--- config.mk ---
export PLATFORM = sky130hd
export DESIGN_NAME = twowire_switch_ctrl
export DESIGN_NICKNAME = d
export VERILOG_FILES = /design/src/rtl/tw_pkg.sv /design/src/rtl/tw_deglitch.sv /design/src/rtl/tw_bus_events.sv /design/src/rtl/tw_byte_fsm.sv /design/src/rtl/twowire_switch_ctrl.sv
export SDC_FILE = /design/constraint.sdc
export NUM_CORES = 1
export LEC_CHECK = 0
export ABC_AREA = 1
export CAP_MARGIN = 20
export CELL_PAD_IN_SITES_DETAIL_PLACEMENT = 2
export CELL_PAD_IN_SITES_GLOBAL_PLACEMENT = 2
export CORE_ASPECT_RATIO = 1.5
export CORE_UTILIZATION = 35
export DETAILED_ROUTE_END_ITERATION = 12
export PLACE_DENSITY = 0.87
export SYNTH_ARGS = -nofsm -noshare
export SYNTH_HDL_FRONTEND = slang
export SYNTH_SLANG_ARGS = --single-unit
--- constraint.sdc ---
create_clock -name clk -period 3.07 [get_ports clk]
set_input_delay 0.614 -clock clk [delete_from_list [all_inputs] [get_ports clk]]
set_output_delay 0.614 -clock clk [all_outputs]
set_load 0.01 [all_outputs]
--- src/rtl/tw_pkg.sv ---
package tw_pkg;

    localparam int BYTE_W = 8;
    localparam int BIT_CNT_W = $clog2(BYTE_W + 1);
    localparam int SEL_W = 2;

    // Fixed upper part of the 7-bit device address
    localparam logic [4:0] DEV_ID_HI = 5'b10010;

    typedef enum logic [2:0] {
        ST_IDLE,
        ST_ADDR,
        ST_ADDR_ACK,
        ST_WR,
        ST_WR_ACK,
        ST_RD,
        ST_RD_ACK
    } tw_state_e;

    typedef struct packed {
        logic start;
        logic stop;
        logic rise;
        logic fall;
    } tw_evt_t;

    function automatic logic addr_hit(input logic [BYTE_W-1:0] abyte,
                                      input logic [SEL_W-1:0] strap);
        return abyte[BYTE_W-1:1] == {DEV_ID_HI, strap};
    endfunction

endpackage

--- src/rtl/tw_deglitch.sv ---
module tw_deglitch #(
    parameter int STABLE_CYC = 3
) (
    input  logic clk,
    input  logic rst,
    input  logic line_i,
    output logic line_o
);
    localparam int CNT_W = $clog2(STABLE_CYC + 1);

    logic [1:0]       sync_q;
    logic [CNT_W-1:0] run_q;

    always_ff @(posedge clk) begin
        if (rst) begin
            sync_q <= 2'b11;
            run_q  <= '0;
            line_o <= 1'b1;
        end else begin
            sync_q <= {sync_q[0], line_i};
            if (sync_q[1] != line_o) begin
                if (run_q == CNT_W'(STABLE_CYC - 1)) begin
                    line_o <= sync_q[1];
                    run_q  <= '0;
                end else begin
                    run_q <= run_q + 1'b1;
                end
            end else begin
                run_q <= '0;
            end
        end
    end
endmodule

--- src/rtl/tw_bus_events.sv ---
module tw_bus_events
    import tw_pkg::*;
(
    input  logic    clk,
    input  logic    rst,
    input  logic    scl_f,
    input  logic    sda_f,
    output tw_evt_t evt
);
    logic scl_q, sda_q;

    always_ff @(posedge clk) begin
        if (rst) begin
            scl_q <= 1'b1;
            sda_q <= 1'b1;
        end else begin
            scl_q <= scl_f;
            sda_q <= sda_f;
        end
    end

    always_comb begin
        evt.start = scl_f & scl_q & sda_q & ~sda_f;
        evt.stop  = scl_f & scl_q & ~sda_q & sda_f;
        evt.rise  = scl_f & ~scl_q;
        evt.fall  = ~scl_f & scl_q;
    end
endmodule

--- src/rtl/tw_byte_fsm.sv ---
module tw_byte_fsm
    import tw_pkg::*;
(
    input  logic              clk,
    input  logic              rst,
    input  tw_evt_t           evt,
    input  logic              sda_f,
    input  logic [SEL_W-1:0]  sel,
    output logic              sda_oe,
    output logic [BYTE_W-1:0] sw_en
);
    tw_state_e            state;
    logic [BIT_CNT_W-1:0] nbits;
    logic [BYTE_W-1:0]    rx_sh;
    logic [BYTE_W-1:0]    tx_sh;
    logic                 dir_rd;
    logic                 m_ack;
    logic                 byte_done;

    assign byte_done = (nbits == BIT_CNT_W'(BYTE_W));

    always_ff @(posedge clk) begin
        if (rst) begin
            state  <= ST_IDLE;
            nbits  <= '0;
            rx_sh  <= '0;
            tx_sh  <= '0;
            dir_rd <= 1'b0;
            m_ack  <= 1'b0;
            sda_oe <= 1'b0;
            sw_en  <= '0;
        end else if (evt.start) begin
            state  <= ST_ADDR;
            nbits  <= '0;
            sda_oe <= 1'b0;
        end else if (evt.stop) begin
            state  <= ST_IDLE;
            sda_oe <= 1'b0;
        end else begin
            unique case (state)
                ST_IDLE: ;
                ST_ADDR: begin
                    if (evt.rise) begin
                        rx_sh <= {rx_sh[BYTE_W-2:0], sda_f};
                        nbits <= nbits + 1'b1;
                    end else if (evt.fall && byte_done) begin
                        if (addr_hit(rx_sh, sel)) begin
                            state  <= ST_ADDR_ACK;
                            dir_rd <= rx_sh[0];
                            sda_oe <= 1'b1;
                        end else begin
                            state <= ST_IDLE;
                        end
                    end
                end
                ST_ADDR_ACK: begin
                    if (evt.fall) begin
                        nbits <= '0;
                        if (dir_rd) begin
                            state  <= ST_RD;
                            tx_sh  <= sw_en;
                            sda_oe <= ~sw_en[BYTE_W-1];
                        end else begin
                            state  <= ST_WR;
                            sda_oe <= 1'b0;
                        end
                    end
                end
                ST_WR: begin
                    if (evt.rise) begin
                        rx_sh <= {rx_sh[BYTE_W-2:0], sda_f};
                        nbits <= nbits + 1'b1;
                    end else if (evt.fall && byte_done) begin
                        sw_en  <= rx_sh;
                        state  <= ST_WR_ACK;
                        sda_oe <= 1'b1;
                    end
                end
                ST_WR_ACK: begin
                    if (evt.fall) begin
                        state  <= ST_WR;
                        nbits  <= '0;
                        sda_oe <= 1'b0;
                    end
                end
                ST_RD: begin
                    if (evt.rise) begin
                        nbits <= nbits + 1'b1;
                    end else if (evt.fall) begin
                        if (byte_done) begin
                            state  <= ST_RD_ACK;
                            sda_oe <= 1'b0;
                        end else begin
                            tx_sh  <= {tx_sh[BYTE_W-2:0], 1'b0};
                            sda_oe <= ~tx_sh[BYTE_W-2];
                        end
                    end
                end
                ST_RD_ACK: begin
                    if (evt.rise) begin
                        m_ack <= ~sda_f;
                    end else if (evt.fall) begin
                        if (m_ack) begin
                            state  <= ST_RD;
                            nbits  <= '0;
                            tx_sh  <= sw_en;
                            sda_oe <= ~sw_en[BYTE_W-1];
                        end else begin
                            state <= ST_IDLE;
                        end
                    end
                end
                default: state <= ST_IDLE;
            endcase
        end
    end
endmodule

--- src/rtl/twowire_switch_ctrl.sv ---
module twowire_switch_ctrl
    import tw_pkg::*;
#(
    parameter int FILT_CYCLES = 3
) (
    input  logic              clk,
    input  logic              rst,
    input  logic              scl_i,
    input  logic              sda_i,
    input  logic [SEL_W-1:0]  sel,
    output logic              sda_oe,
    output logic [BYTE_W-1:0] sw_en
);
    localparam int N_LINES = 2;

    logic [N_LINES-1:0] raw_lines;
    logic [N_LINES-1:0] clean_lines;
    logic               scl_f, sda_f;
    tw_evt_t            evt;
    logic               start_evt, stop_evt, scl_fall_evt;

    assign raw_lines = {sda_i, scl_i};

    for (genvar g = 0; g < N_LINES; g++) begin : g_filt
        tw_deglitch #(.STABLE_CYC(FILT_CYCLES)) u_flt (
            .clk    (clk),
            .rst    (rst),
            .line_i (raw_lines[g]),
            .line_o (clean_lines[g])
        );
    end

    assign scl_f = clean_lines[0];
    assign sda_f = clean_lines[1];

    tw_bus_events u_evt (
        .clk   (clk),
        .rst   (rst),
        .scl_f (scl_f),
        .sda_f (sda_f),
        .evt   (evt)
    );

    assign start_evt    = evt.start;
    assign stop_evt     = evt.stop;
    assign scl_fall_evt = evt.fall;

    tw_byte_fsm u_fsm (
        .clk    (clk),
        .rst    (rst),
        .evt    (evt),
        .sda_f  (sda_f),
        .sel    (sel),
        .sda_oe (sda_oe),
        .sw_en  (sw_en)
    );
endmodule

==> reports/qor.yml, run 1 <==
die_w_um: 66.7
layout.area.seq_um2: 901
syn_nets: 327
clk_pin_slew_ns: 0.09
peakVddDrop_mv: 0.287
hold_end: "g_filt[1].u_flt.run_q[0]$_SDFF_PP0_"
detail-route-antenna-nets: 0
numCtsBuffers: 5
hold_class: "reg2reg"
critPathKind: "reg2reg"
synth-simple-area-share_pct: 33.5
ios: 15
num_rows: 35
grt_pass1_wl_um: 10300
skew_ns: 0.00823
layout.nets: 340
synth_fa_ha_area_share_pct: 2.27
drtIter0Drc: 67
arrival_ns: 2.23
ctsLongestPathBuffers: 2
synth_top_family_by_area: "simple AND/OR/NAND/NOR gates"
grt_pass1_vias: 2258
synth_area_mm2: 0.00220
min_path_cells: 1
worstPathMaxFanout: 16
grt_usage_pct: 20.8
synth_xor_area_share_pct: 0.398
power_density_mw_per_mm2: 500
die_h_um: 99.1
synth_cells: 317
top_layer: "met4"
setup.worst_path.end_class: "flop"
h-tree-depth: 2
p_leak_uw: 0.00105
r2r-start: "u_fsm.nbits[0]$_SDFFE_PP0P_"
drive_gt1_share_pct: 11.8
yosysWarningCount: 0
final_hold_viol_count: 0
first_pass_iters: 4
wl_met3_um: 98
port_buffers: 14
setup_violations: 0
vias: 2050
worstMarginPinSlew_ns: 0.624
antenna_found_initial: 0
m1WireLength_um: 2320
wl_met2_um: 3380
wl_per_cell_um: 14.7
area_growth_pct: 12.5
cts_sinks: 45
dpl.hpwl_um: 4620
grt_max_degree: 24
root_buffer: "clkbuf_8"
critPathLaunchType: "flop"
fill_cells: 766
synth_mux_area_share_pct: 0
post_cts_buffers: 0
stdcell_count: 404
synth_ff_type: "dfxtp_1"
core_region_area_mm2: 0.00609
ys_seq_elements: 45
worstHoldStart: "g_filt[1].u_flt.run_q[0]$_SDFF_PP0_"
multi_input_area_mm2: 0.00109
slew_headroom_pct: 58.3
gp_congestion: 0.945
async_reset_ff_share_pct: 0
max_cap_viol_count: 0
cts_hold_buf: 0
placedCellCount: 397
syn_area_per_cell_um2: 6.94
worstRegToRegCells: 9
post_cts_resized: 0
insertion_delay_ns: 0.31
max_freq_mhz: 488
synth_cell_types: 29
dieArea_mm2: 0.00662
grt-ovfl-total: 0
fin_crit_sh_pct: 66.7
period_needed_ns: 2.05
worstPathRequired_ns: 3.25
initial_core_util_pct: 36.2
r2r-end: "u_fsm.sw_en[3]$_SDFFE_PP0P_"
synth_compound_area_share_pct: 13.2
tns_ns: 0
cts_tree: "built"
synth_edf_count: 0
ys_seq_area_share_pct: 40.9
via_per_inst: 5.07
run_status: "completed"
drc_errors: 0
rrSetupSlack_ns: 1.02
slew_violations: 0
rsz0062_at_grt: "false"
diodes: 0
wl_um: 5920
## cells in the final DEF, fill, tap and decap left out, types with 7 or more instances in the layout
| master | synthesis | final |
|---|---|---|
| nand2_1 | 64 | 64 |
| dfxtp_1 | 45 | 45 |
| nor2_1 | 41 | 41 |
| inv_1 | 36 | 36 |
| a21oi_1 | 27 | 27 |
| o21ai_0 | 21 | 21 |
| nand3_1 | 15 | 15 |
| nor2_2 | 14 | 14 |
| clkdlybuf4s50_1 | 0 | 14 |
| o21ai_1 | 7 | 7 |
| nand3b_1 | 7 | 7 |
## synthesized netlist by cell type (all sizes together), types with 4 or more instances
cell type,count,area share (%)
a21oi,27,6.1
o21ai,28,6.4
clkbuf,4,0.68
nor2,57,12
ha,4,2.3
buf,6,2.0
dfxtp,45,41
nand2,66,11
nand3b,7,2.4
or2,4,1.1
nand3,16,3.9
nor3,4,0.91
inv,41,7.0
## worst max-delay path by stage
stage	cells past startpoint	to	startpoint	slack, ns
after detailed placement	5	u_fsm.tx_sh[3]$_SDFFE_PP0P_	rst	0.82
final	9	u_fsm.sw_en[3]$_SDFFE_PP0P_	u_fsm.nbits[0]$_SDFFE_PP0P_	1.02
after CTS	9	u_fsm.sw_en[3]$_SDFFE_PP0P_	u_fsm.nbits[0]$_SDFFE_PP0P_	0.96
after global routing	9	u_fsm.sw_en[5]$_SDFFE_PP0P_	u_fsm.nbits[0]$_SDFFE_PP0P_	0.79
after global placement	5	u_fsm.tx_sh[0]$_SDFFE_PP0P_	rst	0.88
after floorplan	6	u_fsm.tx_sh[1]$_SDFFE_PP0P_	rst	1.48
## layout make-up
| cell class | instances | area share, % |
|---|---|---|
| clock buffers | 5 | 2.78 |
| clock inverters | 2 | 0.657 |
| flip-flops and latches | 45 | 36.4 |
| inverters | 41 | 6.22 |
| repair buffers | 16 | 6.27 |
| well taps | 74 | 3.74 |
| multi-input cells | 221 | 43.9 |
## critical path: stages, from the launching register on
cell,delay [ns]
dfxtp_1,0.36
inv_1,0.09
ha_1,0.15
nand2_1,0.06
nor2_1,0.22
nand2_1,0.13
inv_1,0.09
nand3_1,0.39
o21ai_0,0.36
a21oi_1,0.07
## layer usage
layer  track usage (%)  vias to the layer above
met5                 0                        -
met4              8.67                        0
met3              2.75                        7
met2              41.2                       22
met1              20.5                      994
li1                  -                     1027
## stage by stage
step	instance area, um^2	util, %	setup WS, ns	total power (uW)	hold WS [ns]
finish	2470	40.7	1.02	1240	0.412
global route	2470	40.7	0.788	1310	0.431
CTS	2470	40.7	0.959	1260	0.419
detailed placement	2390	39.3	0.816	880	0.404
global placement	2390	39.3	0.878	867	0.394
floorplan	2200	-	1.48	813	0.389
## report_power, final
| part | switching, uW | leakage [uW] | internal [uW] |
|---|---|---|---|
| Combinational | 162 | 0.000642 | 82.0 |
| Clock | 217 | 0.0000402 | 157 |
| Sequential | 21.5 | 0.000364 | 599 |
## kinds of logic after synthesis
logic type      Yosys count
buf+inv                  51
flops                    45
compound gates           57
xor+xnor                  1
fa+ha+maj                 4
simple gates            159
## sequential cells by signal, indices dropped and copies added (netlist names), 2 cells and up
| name | flops |
|---|---|
| g_filt.u_flt.line_o | 2 |
| g_filt.u_flt.run_q | 4 |
| g_filt.u_flt.sync_q | 4 |
| u_fsm.nbits | 4 |
| u_fsm.rx_sh | 8 |
| u_fsm.state | 3 |
| u_fsm.sw_en | 8 |
| u_fsm.tx_sh | 7 |
No activity file was read; power rests on OpenSTA's default activity.
==> inputs of run 2 (changes only) <==
- CORE_UTILIZATION: 35 -> 33
- PLACE_DENSITY: 0.87 -> 0.83
- clock period: 3.07 -> 2 ns (I/O delays scaled with it)
==> run 2 against run 1 <==
Non-clock buffer count is 2 higher. Combinational power is 59% higher. Worst hold slack better by 0.0015 ns. Sequential cell count stayed put. Register-to-register slack worse by 0.79 ns. Final cell count is 0.99% higher. Sequential power is 53% higher. Utilization is 1.7 points lower. Critical endpoint is now u_fsm.nbits[0]$_SDFFE_PP0P_.
==> reports/qor.yml, run 2 (synthesis gave the netlist of run 1 again) <==
drc_errors: 0  # unchanged
power_density_mw_per_mm2: 812  # was 500 mW/mm^2
drive_gt1_share_pct: 12.3  # was 11.8%
slew_violations: 0  # unchanged
layout.nets: 342  # was 340
critPathKind: "reg2reg"  # unchanged
num_rows: 36  # was 35
diodes: 0  # unchanged
multi_input_area_mm2: 0.00109  # unchanged
die_w_um: 68.7  # was 66.7 um
antenna_found_initial: 0  # unchanged
gp_congestion: 0.894  # was 0.945
most-common-layout-cells: "nand2_1, dfxtp_1, nor2_1"  # unchanged
layout_commonest_cell: "nand2_1"  # unchanged
run_status: "completed"  # unchanged
critPathCapture: "u_fsm.nbits[0]$_SDFFE_PP0P_"  # was u_fsm.sw_en[3]$_SDFFE_PP0P_
setup_violations: 0  # unchanged
grt-ovfl-total: 0  # unchanged
skew_ns: 0.00414  # was 0.00823 ns
die_h_um: 102  # was 99.1 um
cts_sinks: 45  # unchanged
cp_cell_sequence: "inv_1 > nand2_1 > nand3_1 > o21ai_0 > nor2_1 > nand2_1 > o21ai_1 > nor2_1"  # was inv_1 > ha_1 > nand2_1 > nor2_1 > nand2_1 > inv_1 > nand3_1 > o21ai_0 > a21oi_1
final_hold_viol_count: 0  # unchanged
core_region_area_mm2: 0.00649  # was 0.00609 mm^2
first_pass_iters: 4  # unchanged
crit_slowest_cell: "dfxtp_1"  # was nand3_1
drtIter0Drc: 87  # was 67
grt_pass1_vias: 2251  # was 2258
layout.area.seq_um2: 901  # unchanged
fin_crit_sh_pct: 88.6  # was 66.7%
r2r-end: "u_fsm.nbits[0]$_SDFFE_PP0P_"  # was u_fsm.sw_en[3]$_SDFFE_PP0P_
port_buffers: 14  # unchanged
rrSetupSlack_ns: 0.23  # was 1.02 ns
grt_usage_pct: 20.1  # was 20.8%
area_growth_pct: 14.8  # was 12.5%
via_per_inst: 5.10  # was 5.07
worstMarginPinSlew_ns: 0.487  # was 0.624 ns
peakVddDrop_mv: 0.355  # was 0.287 mV
wl_um: 6270  # was 5920 um
fill_cells: 800  # was 766
hold_class: "reg2reg"  # unchanged
worstRegToRegCells: 8  # was 9
tns_ns: 0  # unchanged
detail-route-antenna-nets: 0  # unchanged
r2r-start: "u_fsm.state[2]$_SDFFE_PP0P_"  # was u_fsm.nbits[0]$_SDFFE_PP0P_
cts_hold_buf: 0  # unchanged
max_stage_delay_ns: 0.39  # about the same
ctsLongestPathBuffers: 2  # unchanged
max_freq_mhz: 565  # was 488 MHz
clk_pin_slew_ns: 0.09  # about the same
arrival_ns: 1.98  # was 2.23 ns
startpoint: "u_fsm.state[2]$_SDFFE_PP0P_"  # was u_fsm.nbits[0]$_SDFFE_PP0P_
largestRegisters: "u_fsm.rx_sh (8), u_fsm.sw_en (8), u_fsm.tx_sh (7)"  # unchanged
wl_per_cell_um: 15.4  # was 14.7 um
critPathLaunchType: "flop"  # unchanged
ios: 15  # unchanged
root_buffer: "clkbuf_8"  # unchanged
grt_pass1_wl_um: 10300  # about the same
vias: 2080  # was 2050
p_leak_uw: 0.00107  # was 0.00105 uW
slew_headroom_pct: 67.3  # was 58.3%
numCtsBuffers: 5  # unchanged
rsz0062_at_grt: "false"  # unchanged
grt_max_degree: 30  # was 24
max_cap_viol_count: 0  # unchanged
h-tree-depth: 2  # unchanged
worstPathMaxFanout: 8  # was 16
hold_slack_ns: 0.414  # was 0.412 ns
period_needed_ns: 1.77  # was 2.05 ns
dpl.hpwl_um: 4730  # was 4620 um
post_cts_buffers: 0  # unchanged
setup.worst_path.end_class: "flop"  # unchanged
dieArea_mm2: 0.00701  # was 0.00662 mm^2
post_cts_resized: 0  # unchanged
insertion_delay_ns: 0.31  # about the same
cts_tree: "built"  # unchanged
worstPathRequired_ns: 2.21  # was 3.25 ns
initial_core_util_pct: 33.9  # was 36.2%
## run 2: changes by cell type in the layout (fill, tap and decap cells not counted), sizes merged
cell / delta
buf: +2
bufinv: +1
clkinv: -1
clkinvlp: -1
inv: +1
## run 2: power by group
group	leakage [uW]	internal [uW]	total (uW)	switching, uW
logic	0.000656	130	389	259
clock network	0.0000546	371	713	342
registers	0.000364	919	950	30.8
## run 2: how the worst min path moves through the flow
stage                                                     from                                    to  slack (ns)  depth (start not counted)
after floorplan           g_filt[0].u_flt.sync_q[0]$_SDFF_PP1_  g_filt[0].u_flt.sync_q[1]$_SDFF_PP1_        0.39                          1
after global placement    g_filt[1].u_flt.sync_q[0]$_SDFF_PP1_  g_filt[1].u_flt.sync_q[1]$_SDFF_PP1_        0.39                          1
after detailed placement  g_filt[0].u_flt.sync_q[0]$_SDFF_PP1_  g_filt[0].u_flt.sync_q[1]$_SDFF_PP1_        0.40                          1
after CTS                  g_filt[1].u_flt.run_q[0]$_SDFF_PP0_   g_filt[1].u_flt.run_q[0]$_SDFF_PP0_        0.42                          1
after global routing      g_filt[0].u_flt.sync_q[0]$_SDFF_PP1_  g_filt[0].u_flt.sync_q[1]$_SDFF_PP1_        0.43                          1
final                      g_filt[1].u_flt.run_q[0]$_SDFF_PP0_   g_filt[1].u_flt.run_q[0]$_SDFF_PP0_        0.41                          1
## run 2: through the flow
stage / total power [uW] / cells / setup WS, ns / utilization, % / instance area (um^2)
after floorplan: 1250 / 317 / 0.493 / - / 2200
after global placement: 1340 / 401 / 0.227 / 37.3 / 2420
after detailed placement: 1360 / 401 / 0.170 / 37.3 / 2420
after CTS: 2070 / 408 / 0.193 / 39.0 / 2530
after global routing: 2160 / 408 / 0.0650 / 39.0 / 2530
final: 2050 / 408 / 0.229 / 39.0 / 2530
## run 2: per-layer routing
metal  wire length (um)  vias to the layer above  share of wire [%]  global-route usage (%)
li1                   -                     1029                  -                       -
met1               2430                     1010                 39                    19.0
met2               3530                       25                 56                    40.0
met3                113                       16                1.8                    3.24
met4                199                        0                3.2                    8.97
met5                  0                        -                  0                       0
## run 2: cell type report
class	count	share of cell area, %
clock inverter	2	1.53
clock buffer	5	2.72
timing repair buffer	18	7.23
multi-input combinational	221	43.0
inverter	41	6.09
tap	76	3.76
sequential	45	35.6
## run 2: worst max-delay path, delay by kind of cell, from the launching register on
| kind | cells | cell delay, ns |
|---|---|---|
| buffers and inverters | 1 | 0.29 |
| AND/OR/NAND/NOR | 5 | 0.73 |
| flip-flops | 1 | 0.39 |
| AO/OA/AOI/OAI | 2 | 0.26 |
==> inputs of run 3 (changes only) <==
- RECOVER_POWER: unset -> 100
- SKIP_LAST_GASP: unset -> 1
==> run 3 against run 2 <==
Power shrank 0.14%. Sequential cell count is the same. Maximum frequency shrank 0.53%. Highest routed layer unchanged.
==> reports/qor.yml, run 3 (synthesis gave the netlist of run 1 again) <==
drtIter0Drc: 87  # unchanged
critPathLaunchType: "flop"  # unchanged
r2r-start: "u_fsm.state[2]$_SDFFE_PP0P_"  # unchanged
slew_violations: 0  # unchanged
arrival_ns: 1.99  # was 1.98 ns
num_rows: 36  # unchanged
largestRegisters: "u_fsm.rx_sh (8), u_fsm.sw_en (8), u_fsm.tx_sh (7)"  # unchanged
insertion_delay_ns: 0.31  # about the same
period_needed_ns: 1.78  # was 1.77 ns
die_w_um: 68.7  # unchanged
worstPathMaxFanout: 8  # unchanged
post_cts_resized: 0  # unchanged
skew_ns: 0.00419  # was 0.00414 ns
setup_violations: 0  # unchanged
die_h_um: 102  # unchanged
core_region_area_mm2: 0.00649  # unchanged
worstHoldStart: "g_filt[1].u_flt.run_q[0]$_SDFF_PP0_"  # unchanged
root_buffer: "clkbuf_8"  # unchanged
max_cap_viol_count: 0  # unchanged
fin_crit_sh_pct: 89.0  # was 88.6%
post_cts_buffers: 0  # unchanged
final_hold_viol_count: 0  # unchanged
place_worst_setup_slack_ns: 0.170  # unchanged
vias: 2081  # was 2080
setup_ws_ns: 0.219  # was 0.229 ns
critPathKind: "reg2reg"  # unchanged
antenna_found_initial: 0  # unchanged
grt-ovfl-total: 0  # unchanged
startpoint: "u_fsm.state[2]$_SDFFE_PP0P_"  # unchanged
layout_commonest_cell: "nand2_1"  # unchanged
wl_um: 6270  # unchanged
layout.nets: 342  # unchanged
grt_pass1_vias: 2251  # unchanged
wl_per_cell_um: 15.4  # unchanged
setup.worst_path.end_class: "flop"  # unchanged
peakVddDrop_mv: 0.355  # about the same
numCtsBuffers: 5  # unchanged
most-common-layout-cells: "nand2_1, nor2_1, dfxtp_1"  # was nand2_1, dfxtp_1, nor2_1
ios: 15  # unchanged
diodes: 0  # unchanged
grt_usage_pct: 20.1  # unchanged
design_area_mm2: 0.00251  # was 0.00253 mm^2
slew_headroom_pct: 67.3  # about the same
cts_sinks: 45  # unchanged
hold_class: "reg2reg"  # unchanged
dpl.hpwl_um: 4730  # unchanged
cts_tree: "built"  # unchanged
worstPathRequired_ns: 2.21  # about the same
drive_gt1_share_pct: 10.2  # was 12.3%
first_pass_iters: 4  # unchanged
power_density_mw_per_mm2: 816  # was 812 mW/mm^2
port_buffers: 14  # unchanged
drc_errors: 0  # unchanged
worstMarginPinSlew_ns: 0.487  # about the same
grt_max_degree: 30  # unchanged
h-tree-depth: 2  # unchanged
tns_ns: 0  # unchanged
max_freq_mhz: 562  # was 565 MHz
clk_pin_slew_ns: 0.09  # about the same
initial_core_util_pct: 33.9  # unchanged
via_per_inst: 5.10  # about the same
ctsLongestPathBuffers: 2  # unchanged
dieArea_mm2: 0.00701  # unchanged
placed_area_mm2: 0.00242  # unchanged
detail-route-antenna-nets: 0  # unchanged
run_status: "completed"  # unchanged
grt_pass1_wl_um: 10300  # unchanged
rsz0062_at_grt: "false"  # unchanged
cts_hold_buf: 0  # unchanged
fill_cells: 803  # was 800
p_leak_uw: 0.00110  # was 0.00107 uW
gp_congestion: 0.894  # unchanged
area_growth_pct: 14.0  # was 14.8%
[run 3: cell count changes in the layout (fill, tap and decap cells not counted), moves of 5 or more]
cell | before | now
dlygate4sd3_1 | 0 | 10
nor2_1 | 41 | 46
nor2_2 | 14 | 9
clkdlybuf4s50_1 | 14 | 4
[run 3: worst paths after layout]
path,to,slack (ns),cells past startpoint
max,u_fsm.tx_sh[5]$_SDFFE_PP0P_,0.22,8
min,g_filt[1].u_flt.run_q[0]$_SDFF_PP0_,0.41,1
max reg2reg,u_fsm.tx_sh[5]$_SDFFE_PP0P_,0.22,8
min reg2reg,g_filt[1].u_flt.run_q[0]$_SDFF_PP0_,0.41,1
[run 3: critical path, stage by stage, from the launching register on]
cell and delay (ns):
dfxtp_1 0.48, inv_1 0.23, nor2_4 0.17, nand2_1 0.09
nand2_1 0.16, nor2_4 0.09, and2_2 0.27, nor2_1 0.15
nor2_2 0.04
[run 3: layer usage]
layer | GRT usage [%] | share of wire [%] | wire length (um) | vias up
met1 | 19.0 | 39 | 2420 | 1012
met5 | 0 | 0 | 0 | -
met4 | 8.97 | 3.2 | 199 | 0
met3 | 3.24 | 1.9 | 118 | 16
met2 | 40.0 | 56 | 3540 | 25
li1 | - | - | - | 1028
[run 3: through the flow]
stage          instances  total power (uW)  hold WS, ns  utilization, %
3_3_place_gp         401              1340        0.393            37.3
2_1_floorplan        317              1250        0.389               -
5_1_grt              408              2150        0.431            38.7
6_report             408              2050        0.414            38.7
4_1_cts              408              2070        0.424            39.0
3_5_place_dp         401              1360        0.403            37.3
[run 3: final cells by class]
class	instances	area, um^2	area share [%]
timing repair buffer	18	179	7.13
multi-input combinational	221	1070	42.8
sequential	45	901	35.9
tap	76	95.1	3.79
inverter	41	154	6.13
clock buffer	5	68.8	2.74
clock inverter	2	38.8	1.55
[run 3: power breakdown]
part | switching (uW) | internal (uW) | total (uW)
sequential | 30.5 | 919 | 949
clock | 343 | 371 | 714
combinational | 259 | 127 | 385
